### src/rtl/spi_cmd_pkg.sv
package spi_cmd_pkg;

    localparam logic [7:0] OP_SET_DIV  = 8'h86;
    localparam logic [7:0] OP_FAST     = 8'h8A;
    localparam logic [7:0] OP_SLOW     = 8'h8B;
    localparam logic [7:0] OP_LOOP_ON  = 8'h84;
    localparam logic [7:0] OP_LOOP_OFF = 8'h85;
    localparam logic [7:0] OP_PINS     = 8'h80;
    localparam logic [7:0] OP_WRITE    = 8'h11;
    localparam logic [7:0] OP_READ     = 8'h20;

    typedef enum logic [3:0] {
        ST_OPCODE,
        ST_LEN_LO,
        ST_LEN_HI,
        ST_GPIO_VAL,
        ST_GPIO_DIR,
        ST_WR_LOAD,
        ST_WR_SHIFT,
        ST_RD_SHIFT,
        ST_RD_PUSH
    } eng_state_t;

    typedef enum logic [1:0] {
        USE_DIV,
        USE_WR,
        USE_RD
    } len_use_t;

endpackage

### src/rtl/sck_tick_gen.sv
module sck_tick_gen #(
    parameter int DIV_W = 16,
    parameter int PRE   = 5
) (
    input  logic             clk,
    input  logic             rst_n,
    input  logic             en,
    input  logic [DIV_W-1:0] div,
    input  logic             presc_on,
    output logic             tick
);
    localparam int EXT_W = DIV_W + $clog2(PRE + 1);

    logic [EXT_W-1:0] base;
    logic [EXT_W-1:0] lim;
    logic [EXT_W-1:0] cnt;

    always_comb begin
        base = EXT_W'(div) + EXT_W'(1);
        lim  = presc_on ? (base * EXT_W'(PRE)) - EXT_W'(1) : base - EXT_W'(1);
    end

    assign tick = en && (cnt == lim);

    always_ff @(posedge clk or negedge rst_n) begin
        if (!rst_n)
            cnt <= '0;
        else if (!en || tick)
            cnt <= '0;
        else
            cnt <= cnt + EXT_W'(1);
    end

    AST_CNT_BOUND: assert property (@(posedge clk) disable iff (!rst_n)
        en |-> cnt <= lim);

endmodule

### src/rtl/spi_byte_shifter.sv
module spi_byte_shifter #(
    parameter int W = 8
) (
    input  logic         clk,
    input  logic         rst_n,
    input  logic         start,
    input  logic [W-1:0] tx_byte,
    input  logic         tick,
    input  logic         miso,
    output logic         busy,
    output logic         done,
    output logic         sck,
    output logic         mosi,
    output logic [W-1:0] rx_byte
);
    localparam int CW = $clog2(W);

    logic [W-1:0]  tx_sr;
    logic [W-1:0]  rx_sr;
    logic [CW-1:0] bit_cnt;

    always_ff @(posedge clk or negedge rst_n) begin
        if (!rst_n) begin
            tx_sr   <= '0;
            rx_sr   <= '0;
            bit_cnt <= '0;
            busy    <= 1'b0;
            done    <= 1'b0;
            sck     <= 1'b0;
        end else begin
            done <= 1'b0;
            if (start) begin
                tx_sr   <= tx_byte;
                bit_cnt <= CW'(W - 1);
                busy    <= 1'b1;
                sck     <= 1'b0;
            end else if (busy && tick) begin
                if (!sck) begin
                    sck   <= 1'b1;
                    rx_sr <= {rx_sr[W-2:0], miso};
                end else begin
                    sck <= 1'b0;
                    if (bit_cnt == '0) begin
                        busy <= 1'b0;
                        done <= 1'b1;
                    end else begin
                        bit_cnt <= bit_cnt - CW'(1);
                        tx_sr   <= {tx_sr[W-2:0], 1'b0};
                    end
                end
            end
        end
    end

    assign mosi    = tx_sr[W-1];
    assign rx_byte = rx_sr;

    AST_SCK_NEEDS_BUSY: assert property (@(posedge clk) disable iff (!rst_n)
        sck |-> busy);
    AST_MOSI_HOLD_HIGH: assert property (@(posedge clk) disable iff (!rst_n)
        (sck && $past(sck)) |-> $stable(mosi));
    AST_DONE_AFTER_FALL: assert property (@(posedge clk) disable iff (!rst_n)
        done |-> ($past(sck) && !sck));

endmodule

### src/rtl/spi_cmd_engine.sv
module spi_cmd_engine
    import spi_cmd_pkg::*;
#(
    parameter int DIV_W = 16,
    parameter int LEN_W = 16,
    parameter int PRE   = 5,
    parameter int CS_BIT = 3
) (
    input  logic       clk,
    input  logic       rst_n,
    input  logic [7:0] cmd_data,
    input  logic       cmd_valid,
    output logic       cmd_ready,
    output logic [7:0] rsp_data,
    output logic       rsp_valid,
    input  logic       rsp_ready,
    output logic [7:0] pin_out,
    output logic [7:0] pin_oe,
    input  logic       miso,
    output logic       cmd_err
);
    eng_state_t state_q, state_d;
    len_use_t   use_q;

    logic [7:0]       lo_q;
    logic [LEN_W-1:0] len_q;
    logic [DIV_W-1:0] div_q;
    logic             presc_q;
    logic             loop_q;
    logic [7:0]       gval_q;
    logic [7:0]       gdir_q;
    logic             err_q;
    logic [7:0]       rsp_q;

    logic       accept;
    logic       known_op;
    logic       sh_start;
    logic [7:0] sh_tx;
    logic       sh_busy;
    logic       sh_done;
    logic       sh_sck;
    logic       sh_mosi;
    logic [7:0] sh_rx;
    logic       tick;
    logic       miso_eff;
    logic       len_last;

    sck_tick_gen #(.DIV_W(DIV_W), .PRE(PRE)) u_tick (
        .clk      (clk),
        .rst_n    (rst_n),
        .en       (sh_busy),
        .div      (div_q),
        .presc_on (presc_q),
        .tick     (tick)
    );

    assign miso_eff = loop_q ? sh_mosi : miso;

    spi_byte_shifter #(.W(8)) u_shift (
        .clk     (clk),
        .rst_n   (rst_n),
        .start   (sh_start),
        .tx_byte (sh_tx),
        .tick    (tick),
        .miso    (miso_eff),
        .busy    (sh_busy),
        .done    (sh_done),
        .sck     (sh_sck),
        .mosi    (sh_mosi),
        .rx_byte (sh_rx)
    );

    always_comb begin
        unique case (cmd_data)
            OP_SET_DIV, OP_FAST, OP_SLOW, OP_LOOP_ON, OP_LOOP_OFF,
            OP_PINS, OP_WRITE, OP_READ: known_op = 1'b1;
            default:                    known_op = 1'b0;
        endcase
    end

    assign len_last = (len_q == '0);

    // Output process: Moore handshakes plus shifter launch.
    always_comb begin
        cmd_ready = 1'b0;
        rsp_valid = 1'b0;
        unique case (state_q)
            ST_OPCODE, ST_LEN_LO, ST_LEN_HI,
            ST_GPIO_VAL, ST_GPIO_DIR, ST_WR_LOAD: cmd_ready = 1'b1;
            ST_RD_PUSH:                           rsp_valid = 1'b1;
            default: ;
        endcase
        accept   = cmd_valid && cmd_ready;
        sh_start = (state_q == ST_WR_LOAD && accept)
                || (state_q == ST_LEN_HI && accept && use_q == USE_RD)
                || (state_q == ST_RD_PUSH && rsp_ready && !len_last);
        sh_tx    = (state_q == ST_WR_LOAD) ? cmd_data : 8'hFF;
    end

    // Next-state process.
    always_comb begin
        state_d = state_q;
        unique case (state_q)
            ST_OPCODE: if (accept) begin
                if (cmd_data == OP_SET_DIV || cmd_data == OP_WRITE || cmd_data == OP_READ)
                    state_d = ST_LEN_LO;
                else if (cmd_data == OP_PINS)
                    state_d = ST_GPIO_VAL;
            end
            ST_LEN_LO:   if (accept) state_d = ST_LEN_HI;
            ST_LEN_HI: if (accept) begin
                unique case (use_q)
                    USE_WR:  state_d = ST_WR_LOAD;
                    USE_RD:  state_d = ST_RD_SHIFT;
                    default: state_d = ST_OPCODE;
                endcase
            end
            ST_GPIO_VAL: if (accept) state_d = ST_GPIO_DIR;
            ST_GPIO_DIR: if (accept) state_d = ST_OPCODE;
            ST_WR_LOAD:  if (accept) state_d = ST_WR_SHIFT;
            ST_WR_SHIFT: if (sh_done) state_d = len_last ? ST_OPCODE : ST_WR_LOAD;
            ST_RD_SHIFT: if (sh_done) state_d = ST_RD_PUSH;
            ST_RD_PUSH:  if (rsp_ready) state_d = len_last ? ST_OPCODE : ST_RD_SHIFT;
            default:     state_d = ST_OPCODE;
        endcase
    end

    // State register.
    always_ff @(posedge clk or negedge rst_n) begin
        if (!rst_n) state_q <= ST_OPCODE;
        else        state_q <= state_d;
    end

    // Settings, counters and data.
    always_ff @(posedge clk or negedge rst_n) begin
        if (!rst_n) begin
            use_q   <= USE_DIV;
            lo_q    <= '0;
            len_q   <= '0;
            div_q   <= '0;
            presc_q <= 1'b1;
            loop_q  <= 1'b1;
            gval_q  <= '0;
            gdir_q  <= '0;
            err_q   <= 1'b0;
            rsp_q   <= '0;
        end else begin
            err_q <= 1'b0;
            unique case (state_q)
                ST_OPCODE: if (accept) begin
                    unique case (cmd_data)
                        OP_SET_DIV:  use_q   <= USE_DIV;
                        OP_WRITE:    use_q   <= USE_WR;
                        OP_READ:     use_q   <= USE_RD;
                        OP_FAST:     presc_q <= 1'b0;
                        OP_SLOW:     presc_q <= 1'b1;
                        OP_LOOP_ON:  loop_q  <= 1'b1;
                        OP_LOOP_OFF: loop_q  <= 1'b0;
                        default:     err_q   <= !known_op;
                    endcase
                end
                ST_LEN_LO: if (accept) lo_q <= cmd_data;
                ST_LEN_HI: if (accept) begin
                    if (use_q == USE_DIV) div_q <= DIV_W'({cmd_data, lo_q});
                    else                  len_q <= LEN_W'({cmd_data, lo_q});
                end
                ST_GPIO_VAL: if (accept) gval_q <= cmd_data;
                ST_GPIO_DIR: if (accept) gdir_q <= cmd_data;
                ST_WR_SHIFT: if (sh_done && !len_last) len_q <= len_q - LEN_W'(1);
                ST_RD_SHIFT: if (sh_done) rsp_q <= sh_rx;
                ST_RD_PUSH:  if (rsp_ready && !len_last) len_q <= len_q - LEN_W'(1);
                default: ;
            endcase
        end
    end

    assign rsp_data = rsp_q;
    assign cmd_err  = err_q;
    assign pin_oe   = gdir_q;

    always_comb begin
        pin_out    = gval_q;
        pin_out[0] = gval_q[0] | sh_sck;
        pin_out[1] = sh_busy ? sh_mosi : gval_q[1];
    end

    AST_RSP_HOLD: assert property (@(posedge clk) disable iff (!rst_n)
        (rsp_valid && !rsp_ready) |=> (rsp_valid && $stable(rsp_data)));
    AST_NO_SCK_PENDING: assert property (@(posedge clk) disable iff (!rst_n)
        rsp_valid |-> !sh_sck);
    AST_ERR_AFTER_ACCEPT: assert property (@(posedge clk) disable iff (!rst_n)
        cmd_err |-> $past(cmd_valid && cmd_ready));
    AST_READY_IDLE_SHIFT: assert property (@(posedge clk) disable iff (!rst_n)
        cmd_ready |-> !sh_busy);
    AST_CS_STEADY_SHIFT: assert property (@(posedge clk) disable iff (!rst_n)
        (sh_busy && $past(sh_busy)) |-> $stable(pin_out[CS_BIT]));

endmodule

### config.mk
export PLATFORM = sky130hd
export DESIGN_NAME = spi_cmd_engine
export DESIGN_NICKNAME = d
export VERILOG_FILES = /design/src/rtl/spi_cmd_pkg.sv /design/src/rtl/sck_tick_gen.sv /design/src/rtl/spi_byte_shifter.sv /design/src/rtl/spi_cmd_engine.sv
export SDC_FILE = /design/constraint.sdc
export NUM_CORES = 1
export LEC_CHECK = 0
export ABC_AREA = 1
export BUFFER_PORTS_ARGS = -buffer_cell sky130_fd_sc_hd__buf_2
export CELL_PAD_IN_SITES_DETAIL_PLACEMENT = 0
export CELL_PAD_IN_SITES_GLOBAL_PLACEMENT = 2
export CORE_MARGIN = 4
export CORE_UTILIZATION = 36
export CTS_CLUSTER_DIAMETER = 150
export DETAILED_ROUTE_END_ITERATION = 16
export PLACE_DENSITY = 0.79
export SLEW_MARGIN = 25
export SYNTH_ARGS = -nofsm -noshare
export SYNTH_HDL_FRONTEND = slang
export SYNTH_SLANG_ARGS = --single-unit
### constraint.sdc
create_clock -name clk -period 4.9 [get_ports clk]
set_input_delay 1.47 -clock clk [delete_from_list [all_inputs] [get_ports clk]]
set_output_delay 1.47 -clock clk [all_outputs]
set_load 0.02 [all_outputs]
==> results of run 1 <==
## worst paths after layout
path	startpoint	end	slack (ps)	cells after the start
max	div_q[1]	u_shift.rx_byte[2]	400	30
min	u_shift.tx_sr[1]	u_shift.tx_sr[1]	470	2
max reg2reg	div_q[1]	u_shift.rx_byte[2]	400	30
min reg2reg	u_shift.tx_sr[1]	u_shift.tx_sr[1]	470	2
max in group asynchronous	rst_n	presc_q	3020	2
min in group asynchronous	rst_n	len_q[12]	1070	1
## per-layer routing
layer  share of wire, %  up-vias  global-route usage (%)
li1                   -     3872                       -
met1                 49     3498                    25.0
met2                 48       71                    30.8
met3                2.1       16                    2.97
met4               0.88        2                    4.03
met5              0.056        -                       0
## through the flow
step | cell area (um2) | std cells
final | 9530 | 1502
after global routing | 9530 | 1502
after CTS | 9470 | 1500
after global placement | 8870 | 1468
after floorplan | 8310 | 1160
after detailed placement | 8870 | 1468
## worst register-to-register path, delay by kind of cell, from the launching register on
| family | cells | cell delay, ps |
|---|---|---|
| AOI/OAI and AO/OA | 1 | 70 |
| adders and majority gates | 3 | 1090 |
| buffers and inverters | 6 | 590 |
| DFF | 1 | 410 |
| and+or+nand+nor | 20 | 2290 |
## placed cells by master, fill, tap and decap left out, types with 8 or more instances in the layout
cell,Yosys,layout
buf_2,1,38
nand2_2,15,16
o21bai_1,11,11
clkbuf_16,0,17
ha_1,47,45
nand2_1,292,291
nor2_1,97,96
xor2_1,22,22
buf_4,7,14
inv_1,160,160
dfrtp_1,112,112
o211ai_1,8,8
nor2_4,7,8
nand3_1,74,74
a21oi_1,40,40
nor3_1,23,20
nand4_1,33,33
o21ai_0,95,94
o21ai_1,11,11
## layout make-up
cell class	instances	area, um2	share of cell area, %
inverter	166	623	6.54
clock buffer	19	453	4.75
multi-input combinational	849	4720	49.5
sequential	114	2860	30.0
timing repair buffer	56	375	3.94
tap	285	357	3.74
clock inverter	13	151	1.59
## sequential cells by signal, indices dropped and copies added (netlist names), 8 cells and up
register         flops
u_shift.tx_sr        8
u_shift.rx_byte      8
len_q               16
pin_oe               8
u_tick.cnt          19
rsp_data             8
lo_q                 8
div_q               16
gval_q               8
## cell families after synthesis
| family | after synthesis |
|---|---|
| multiplexers | 3 |
| buffers and inverters | 197 |
| XOR/XNOR | 27 |
| AO/OA/AOI/OAI | 192 |
| flip-flops | 114 |
| adder cells (fa/ha/maj) | 52 |
| AND/OR/NAND/NOR | 575 |
## what timing repair did
| item | CTS | global route |
|---|---|---|
| endpoints found under the setup margin | 0 | 39 |
| hold buffers | 0 | 0 |
| setup buffers | 0 | 2 |
| resized for setup | 0 | 9 |
| endpoints found under the hold margin | 0 | 0 |
==> flow_metrics.env, run 1 <==
export IMPL_netlist_cell_type_count=52
export IMPL_vias_per_cell=4.97
export IMPL_ant_nets=0
export IMPL_cts_clk_slew_worst_paths_ps=60
export IMPL_num_antenna_cells=0
export IMPL_yosysMostFrequentCell="nand2_1"
export IMPL_drv_slew=0
export IMPL_netlist_instances=1160
export IMPL_wirelength_mm=23.1
export IMPL_hpwl_mm=18.0
export IMPL_cp_max_fo=10
export IMPL_synth_cell_area_um2=8310
export IMPL_critPathKind="reg2reg"
export IMPL_cp_required_ps=5240
export IMPL_slew_headroom_pct=35.1
export IMPL_initial_utilization_pct=36.7
export IMPL_die_area_um2=25600
export IMPL_cts_buffers_inserted=17
export IMPL_synth_xor_area_share_pct=2.85
export IMPL_synthMuxAreaShare_pct=0.407
export IMPL_clock_skew_ps=9.10
export IMPL_vias=7459
export IMPL_antenna_found_initial=1
export IMPL_drc=0
export IMPL_rows=55
export IMPL_ys_seq_area_share_pct=34.4
export IMPL_cts_sinks=114
export IMPL_synth_area_leader_cell="dfrtp_1"
export IMPL_synth_edf_count=0
export IMPL_synth_compound_area_share_pct=13.0
export IMPL_ios=40
export IMPL_setup_ws_ps=398
export IMPL_overflow=0
export IMPL_hold_viol=0
export IMPL_start_kind="flop"
export IMPL_path_delay_family="simple AND/OR/NAND/NOR gates"
export IMPL_synth_ff_type="dfrtp_1"
export IMPL_grt_max_degree=69
export IMPL_grt_use_total_pct=18.3
export IMPL_detail_route_wl_per_cell_um=15.4
export IMPL_synthTopCellsByCount="nand2_1, inv_1, dfrtp_1"
export IMPL_area_delta_synth_final_pct=14.7
export IMPL_ys_ff_latch=114
export IMPL_utilization_pct=42.1
export IMPL_ys_top_cells_by_area="dfrtp_1, nand2_1, inv_1"
export IMPL_nFillCells=2380
export IMPL_nets=1269
export IMPL_grt_pass1_wl_mm=38.0
export IMPL_worst_slew_pin_slew_ps=968
export IMPL_fmax_mhz=222
export IMPL_syn_nets=1225
export IMPL_die_w_um=160
export IMPL_synth_simple_gate_area_share_pct=31.6
export IMPL_synth_async_reset_ratio_pct=100
export IMPL_outcome="completed"
export IMPL_tritoncts="yes"
export IMPL_drive_gt1_share_pct=12.6
export IMPL_synth_top_family_by_area="simple AND/OR/NAND/NOR gates"
export IMPL_cp_num_buf_inv=6
export IMPL_place_congestion=0.801
export IMPL_drt_iter0_drc=465
export IMPL_max_stage_delay_ps=490
export IMPL_timing_hold_ws_ps=470
export IMPL_end_kind="flop"
export IMPL_synth_avg_cell_area_um2=7.16
export IMPL_slowest_stage="fa_1"
export IMPL_dr_pass1_iters=5
export IMPL_hp_class="reg2reg"
export IMPL_core_area_um2=22600
export IMPL_clockRootBuffer="clkbuf_16"
export IMPL_port_buffers=39
export IMPL_final_setup_viol_count=0
export IMPL_min_period_ps=4500
export IMPL_clock_path_buffers=2
export IMPL_grt_pass1_vias=7306
export IMPL_synth_top_area_share_pct=33.7
export IMPL_setup_tns_ps=0
export IMPL_cts_max_level=4
export IMPL_post_place_ws_ps=175
export IMPL_fin_crit_sh_pct=91.9
export IMPL_drv_cap=0
export IMPL_clk_insertion_delay_late_ps=410
export IMPL_fp_dieH_um=160
export IMPL_yosysWarnings=0
export IMPL_path_common_cell="nand2_1"
export IMPL_synthAdderAreaFrac_pct=8.28
export IMPL_arrival_ps=4840
Power of run 1 is not shown: default switching activity piles up to over one toggle a cycle in this logic, so the estimate is an artifact.
==> run 2: changes to the inputs <==
--- a/config.mk
+++ b/config.mk
@@ -10,10 +10,10 @@
 export CELL_PAD_IN_SITES_DETAIL_PLACEMENT = 0
 export CELL_PAD_IN_SITES_GLOBAL_PLACEMENT = 2
 export CORE_MARGIN = 4
-export CORE_UTILIZATION = 36
+export CORE_UTILIZATION = 39
 export CTS_CLUSTER_DIAMETER = 150
 export DETAILED_ROUTE_END_ITERATION = 16
-export PLACE_DENSITY = 0.79
+export PLACE_DENSITY = 0.85
 export SLEW_MARGIN = 25
 export SYNTH_ARGS = -nofsm -noshare
 export SYNTH_HDL_FRONTEND = slang
==> constraint.sdc (replaced) <==
create_clock -name clk -period 5.35 [get_ports clk]
set_input_delay 1.605 -clock clk [delete_from_list [all_inputs] [get_ports clk]]
set_output_delay 1.605 -clock clk [all_outputs]
set_load 0.02 [all_outputs]
==> run 2 against run 1 <==
Compared with the run above:
- worst setup slack better by 150 ps
- sequential share of layout area up 0.18 points
- via count down 0.20%
- critical path depth down 2
- die area down 7.3%
- count of clock-buffer cells in the layout up 4
- hold slack better by 5.7 ps
- first-iteration DRC count down 7.1%
- register-to-register slack better by 150 ps
- routed wire length down 2.2%
==> flow_metrics.env, run 2 (synthesis results as in run 1) <==
export IMPL_antenna_found_initial=0
export IMPL_area_delta_synth_final_pct=14.1
export IMPL_nets=1262
export IMPL_top_regs="u_tick.cnt x19, div_q x16, len_q x16"
export IMPL_grt_use_total_pct=19.9
export IMPL_final_setup_viol_count=0
export IMPL_cp_required_ps=5640
export IMPL_slowest_stage="dfrtp_2"
export IMPL_vias_per_cell=5.01
export IMPL_critPathKind="reg2reg"
export IMPL_nFillCells=2199
export IMPL_grt_pass1_vias=7540
export IMPL_dr_pass1_iters=5
export IMPL_drc=0
export IMPL_ios=40
export IMPL_fp_dieH_um=154
export IMPL_start_kind="flop"
export IMPL_end_kind="flop"
export IMPL_initial_utilization_pct=39.5
export IMPL_cts_max_level=4
export IMPL_cp_max_fo=14
export IMPL_cts_buffers_inserted=17
export IMPL_overflow=0
export IMPL_worst_slew_pin_slew_ps=952
export IMPL_post_place_ws_ps=283
export IMPL_setup_ws_ps=552
export IMPL_clockRootBuffer="clkbuf_16"
export IMPL_max_stage_delay_ps=460
export IMPL_cts_clk_slew_worst_paths_ps=50
export IMPL_drv_slew=0
export IMPL_drv_cap=0
export IMPL_fin_crit_sh_pct=89.7
export IMPL_vias=7444
export IMPL_ant_nets=0
export IMPL_clock_path_buffers=2
export IMPL_die_w_um=154
export IMPL_seq_area_um2=2860
export IMPL_drive_gt1_share_pct=11.7
export IMPL_hpwl_mm=17.5
export IMPL_tritoncts="yes"
export IMPL_port_buffers=39
export IMPL_detail_route_wl_per_cell_um=15.2
export IMPL_num_antenna_cells=0
export IMPL_clock_skew_ps=7.79
export IMPL_place_congestion=0.827
export IMPL_path_common_cell="nand2_1"
export IMPL_grt_max_degree=70
export IMPL_largest_register_ffs=19
export IMPL_hp_class="reg2reg"
export IMPL_grt_setup_unrepaired="no"
export IMPL_arrival_ps=5090
export IMPL_clk_insertion_delay_late_ps=400
export IMPL_outcome="completed"
export IMPL_core_area_um2=21000
export IMPL_wirelength_mm=22.6
export IMPL_min_period_ps=4800
export IMPL_cts_sinks=114
export IMPL_multi_input_area_um2=4690
export IMPL_rows=53
export IMPL_fmax_mhz=208
export IMPL_layout_common_cells="nand2_1, inv_1, dfrtp_1"
export IMPL_cts_hold_buf=0
export IMPL_setup_tns_ps=0
export IMPL_hold_viol=0
export IMPL_drt_iter0_drc=432
export IMPL_slew_headroom_pct=36.2
export IMPL_die_area_um2=23700
export IMPL_final_common_cell="nand2_1"
export IMPL_regMostFlops="u_tick.cnt"
export IMPL_grt_pass1_wl_mm=38.6
## run 2: critical path: cells and delay by family, from the launching register on
kind / cells / cell delay (ps)
flip-flops: 1 / 460
buffers and inverters: 3 / 200
AND/OR/NAND/NOR: 20 / 2580
XOR/XNOR: 1 / 150
adder cells (fa/ha/maj): 4 / 1280
## run 2: layer usage
metal | wire (um) | vias up | GRT usage, %
met2 | 10500 | 108 | 33.0
met1 | 11100 | 3462 | 26.9
met5 | 0 | - | 0
met3 | 649 | 21 | 3.29
met4 | 330 | 0 | 5.38
li1 | - | 3853 | -
## run 2: what timing repair did
action | in CTS | in global routing
setup buffers | 0 | 3
resized for setup | 0 | 4
endpoints found under the setup margin | 0 | 38
## run 2: path summary, 6_finish.rpt
path / from / endpoint / slack [ps] / cells past startpoint
min in group asynchronous: rst_n / len_q[11] / 1320 / 1
worst max-delay path: div_q[0] / u_shift.tx_sr[7] / 550 / 28
worst min register to register: u_shift.tx_sr[4] / u_shift.tx_sr[4] / 480 / 2
worst max register to register: div_q[0] / u_shift.tx_sr[7] / 550 / 28
worst min-delay path: u_shift.tx_sr[4] / u_shift.tx_sr[4] / 480 / 2
max in group asynchronous: rst_n / presc_q / 3110 / 2
## run 2: stage by stage
step	utilization [%]	hold slack, ps	area, um2	cells
CTS	44.9	479	9440	1482
finish	45.1	476	9480	1485
detailed placement	41.6	465	8750	1450
floorplan	-	442	8310	1160
global route	45.1	501	9480	1485
global placement	41.6	456	8750	1450
## run 2: cell type report
cell class              count  share of cell area [%]
clock buffers              23                    5.25
clock inverters             9                    2.09
inverters                 166                    6.57
multi-input cells         849                    49.5
flip-flops and latches    114                    30.1
well taps                 275                    3.63
repair buffers             49                    2.88
Power of run 2 is left out for the same reason.
==> run 3: changes to the inputs <==
--- a/config.mk
+++ b/config.mk
@@ -17,4 +17,5 @@
 export SLEW_MARGIN = 25
 export SYNTH_ARGS = -nofsm -noshare
 export SYNTH_HDL_FRONTEND = slang
+export SYNTH_HIERARCHICAL = 1
 export SYNTH_SLANG_ARGS = --single-unit
==> run 3 against run 2 <==
Compared with the run above:
- final cell count rose by 7.5%
- die area rose by 6.8%
- sequential cell count did not move
- critical path type unchanged
- design area rose by 5.2%
==> flow_metrics.env, run 3 <==
export IMPL_grt_use_total_pct=19.6
export IMPL_max_stage_delay_ps=530
export IMPL_drt_iter0_drc=421
export IMPL_tritoncts="yes"
export IMPL_wirelength_mm=24.4
export IMPL_drv_cap=0
export IMPL_layoutNonFillerInstCount=1596
export IMPL_overflow=0
export IMPL_hold_viol=0
export IMPL_synth_edf_count=0
export IMPL_cts_buffers_inserted=17
export IMPL_regMostFlops="u_tick/cnt"
export IMPL_min_period_ps=4790
export IMPL_synth_ff_type="dfrtp_1"
export IMPL_fmax_mhz=209
export IMPL_ys_top_cells_by_area="dfrtp_1, nand2_1, ha_1"
export IMPL_slowest_stage="fa_1"
export IMPL_hp_class="reg2reg"
export IMPL_port_buffers=39
export IMPL_final_setup_viol_count=0
export IMPL_placedCellCount=1564
export IMPL_clock_skew_ps=10.6
export IMPL_synth_cell_area_um2=8900
export IMPL_synth_async_reset_ratio_pct=100
export IMPL_dr_pass1_iters=5
export IMPL_synth_avg_cell_area_um2=7.07
export IMPL_grt_pass1_wl_mm=40.1
export IMPL_end_kind="flop"
export IMPL_initial_utilization_pct=39.5
export IMPL_final_common_cell="nand2_1"
export IMPL_hpwl_mm=18.9
export IMPL_clk_insertion_delay_late_ps=420
export IMPL_largest_register_ffs=19
export IMPL_critPathKind="reg2reg"
export IMPL_grt_max_degree=62
export IMPL_slew_headroom_pct=46.2
export IMPL_die_w_um=159
export IMPL_ys_ff_latch=114
export IMPL_outcome="completed"
export IMPL_layout_common_cells="nand2_1, inv_1, dfrtp_1"
export IMPL_arrival_ps=5100
export IMPL_clockRootBuffer="clkbuf_16"
export IMPL_syn_nets=1323
export IMPL_netlist_cell_type_count=51
export IMPL_synthTopCellsByCount="nand2_1, inv_1, dfrtp_1"
export IMPL_ios=40
export IMPL_path_common_cell="nand2_1"
export IMPL_synth_area_leader_cell="dfrtp_1"
export IMPL_worst_slew_pin_slew_ps=807
export IMPL_clock_path_buffers=2
export IMPL_detail_route_wl_per_cell_um=15.3
export IMPL_antenna_found_initial=0
export IMPL_place_congestion=0.863
export IMPL_cts_setup_buffers=0
export IMPL_cts_max_level=4
export IMPL_vias_per_cell=4.92
export IMPL_drc=0
export IMPL_fin_crit_sh_pct=89.6
export IMPL_area_delta_synth_final_pct=12.0
export IMPL_yosysWarnings=6
export IMPL_die_area_um2=25300
export IMPL_num_antenna_cells=0
export IMPL_cts_clk_slew_worst_paths_ps=60
export IMPL_netlist_instances=1259
export IMPL_grt_pass1_vias=7573
export IMPL_ys_seq_area_share_pct=32.1
export IMPL_nets=1362
export IMPL_core_area_um2=22600
export IMPL_cp_required_ps=5660
export IMPL_drv_slew=0
export IMPL_cts_sinks=114
export IMPL_ant_nets=0
export IMPL_yosysMostFrequentCell="nand2_1"
export IMPL_cts_hold_buf=0
export IMPL_start_kind="flop"
export IMPL_fp_dieH_um=159
export IMPL_synth_top_area_share_pct=31.5
export IMPL_top_regs="u_tick/cnt x19, div_q x16, len_q x16"
export IMPL_cp_max_fo=11
export IMPL_drive_gt1_share_pct=14.5
export IMPL_vias=7857
export IMPL_rows=55
## run 3: cell types whose count changed in the layout (fill, tap and decap cells not counted), moves of 6 or more
cell,previous run,this run
xor2_1,22,30
nand2_1,292,403
o211ai_1,8,1
o21ai_0,94,65
nand2_2,15,22
nor2_2,4,15
nand3_1,74,107
o21ai_2,3,9
mux2_2,3,10
a21oi_1,40,16
nor2_1,96,102
inv_1,160,141
nand4_1,33,18
## run 3: per-layer routing
layer  up-vias  global-route usage (%)  share of wire, %
li1       4104                       -                 -
met1      3605                    25.3                46
met2       119                    33.7                49
met3        29                    3.11               2.7
met4         0                    6.15               2.4
met5         -                       0                 0
## run 3: repair_timing
item                                   CTS  global route
endpoints found under the hold margin    0             0
gates resized for setup                  0             7
setup endpoints to repair                0            20
## run 3: worst paths after layout
path,depth (start not counted),startpoint,slack [ps],to
hold / removal,2,u_shift/tx_sr[0],480,u_shift/tx_sr[0]
hold reg to reg,2,u_shift/tx_sr[0],480,u_shift/tx_sr[0]
setup reg to reg,29,div_q[1],560,u_shift/bit_cnt[1]
max in group asynchronous,2,rst_n,3160,loop_q
min in group asynchronous,1,rst_n,1260,u_tick/cnt[16]
setup / recovery,29,div_q[1],560,u_shift/bit_cnt[1]
## run 3: metrics by stage
stage / hold slack, ps / util, % / area (um2) / worst slack, ps / TNS, ps
after floorplan: 442 / - / 8900 / 699 / 0
after detailed placement: 459 / 41.2 / 9300 / 243 / 0
after global routing: 498 / 44.2 / 9970 / -5.59 / -8.33
after CTS: 476 / 44.1 / 9950 / 202 / 0
after global placement: 457 / 41.2 / 9300 / 326 / 0
final: 479 / 44.2 / 9970 / 557 / 0
## run 3: kinds of logic (layout without fill, tap and decap cells)
| family | count (synthesis) | in the layout | share of synthesized area, % |
|---|---|---|---|
| DFF | 114 | 114 | 32.1 |
| adders and majority gates | 51 | 51 | 7.50 |
| AOI/OAI and AO/OA | 132 | 132 | 8.54 |
| xor gates and xnor gates | 41 | 41 | 4.12 |
| buffers and inverters | 184 | 236 | 9.33 |
| muxes | 10 | 10 | 1.26 |
| and+or+nand+nor | 727 | 727 | 37.2 |
## run 3: critical path: cells and delay by family (launching register included)
kind                     cells  cell delay [ps]
AO/OA/AOI/OAI                1              150
XOR/XNOR                     2              300
adder cells (fa/ha/maj)      3             1040
buffers and inverters        4              350
flip-flops                   1              420
AND/OR/NAND/NOR             19             2400
## run 3: cell type report
| class | count | area, um2 |
|---|---|---|
| fillers | 2353 | 12600 |
| well taps | 285 | 357 |
| repair buffers | 50 | 280 |
| clock buffers | 19 | 453 |
| flip-flops and latches | 114 | 2860 |
| multi-input cells | 961 | 5240 |
| inverters | 154 | 586 |
| clock inverters | 13 | 198 |
Power of run 3 is left out for the same reason.
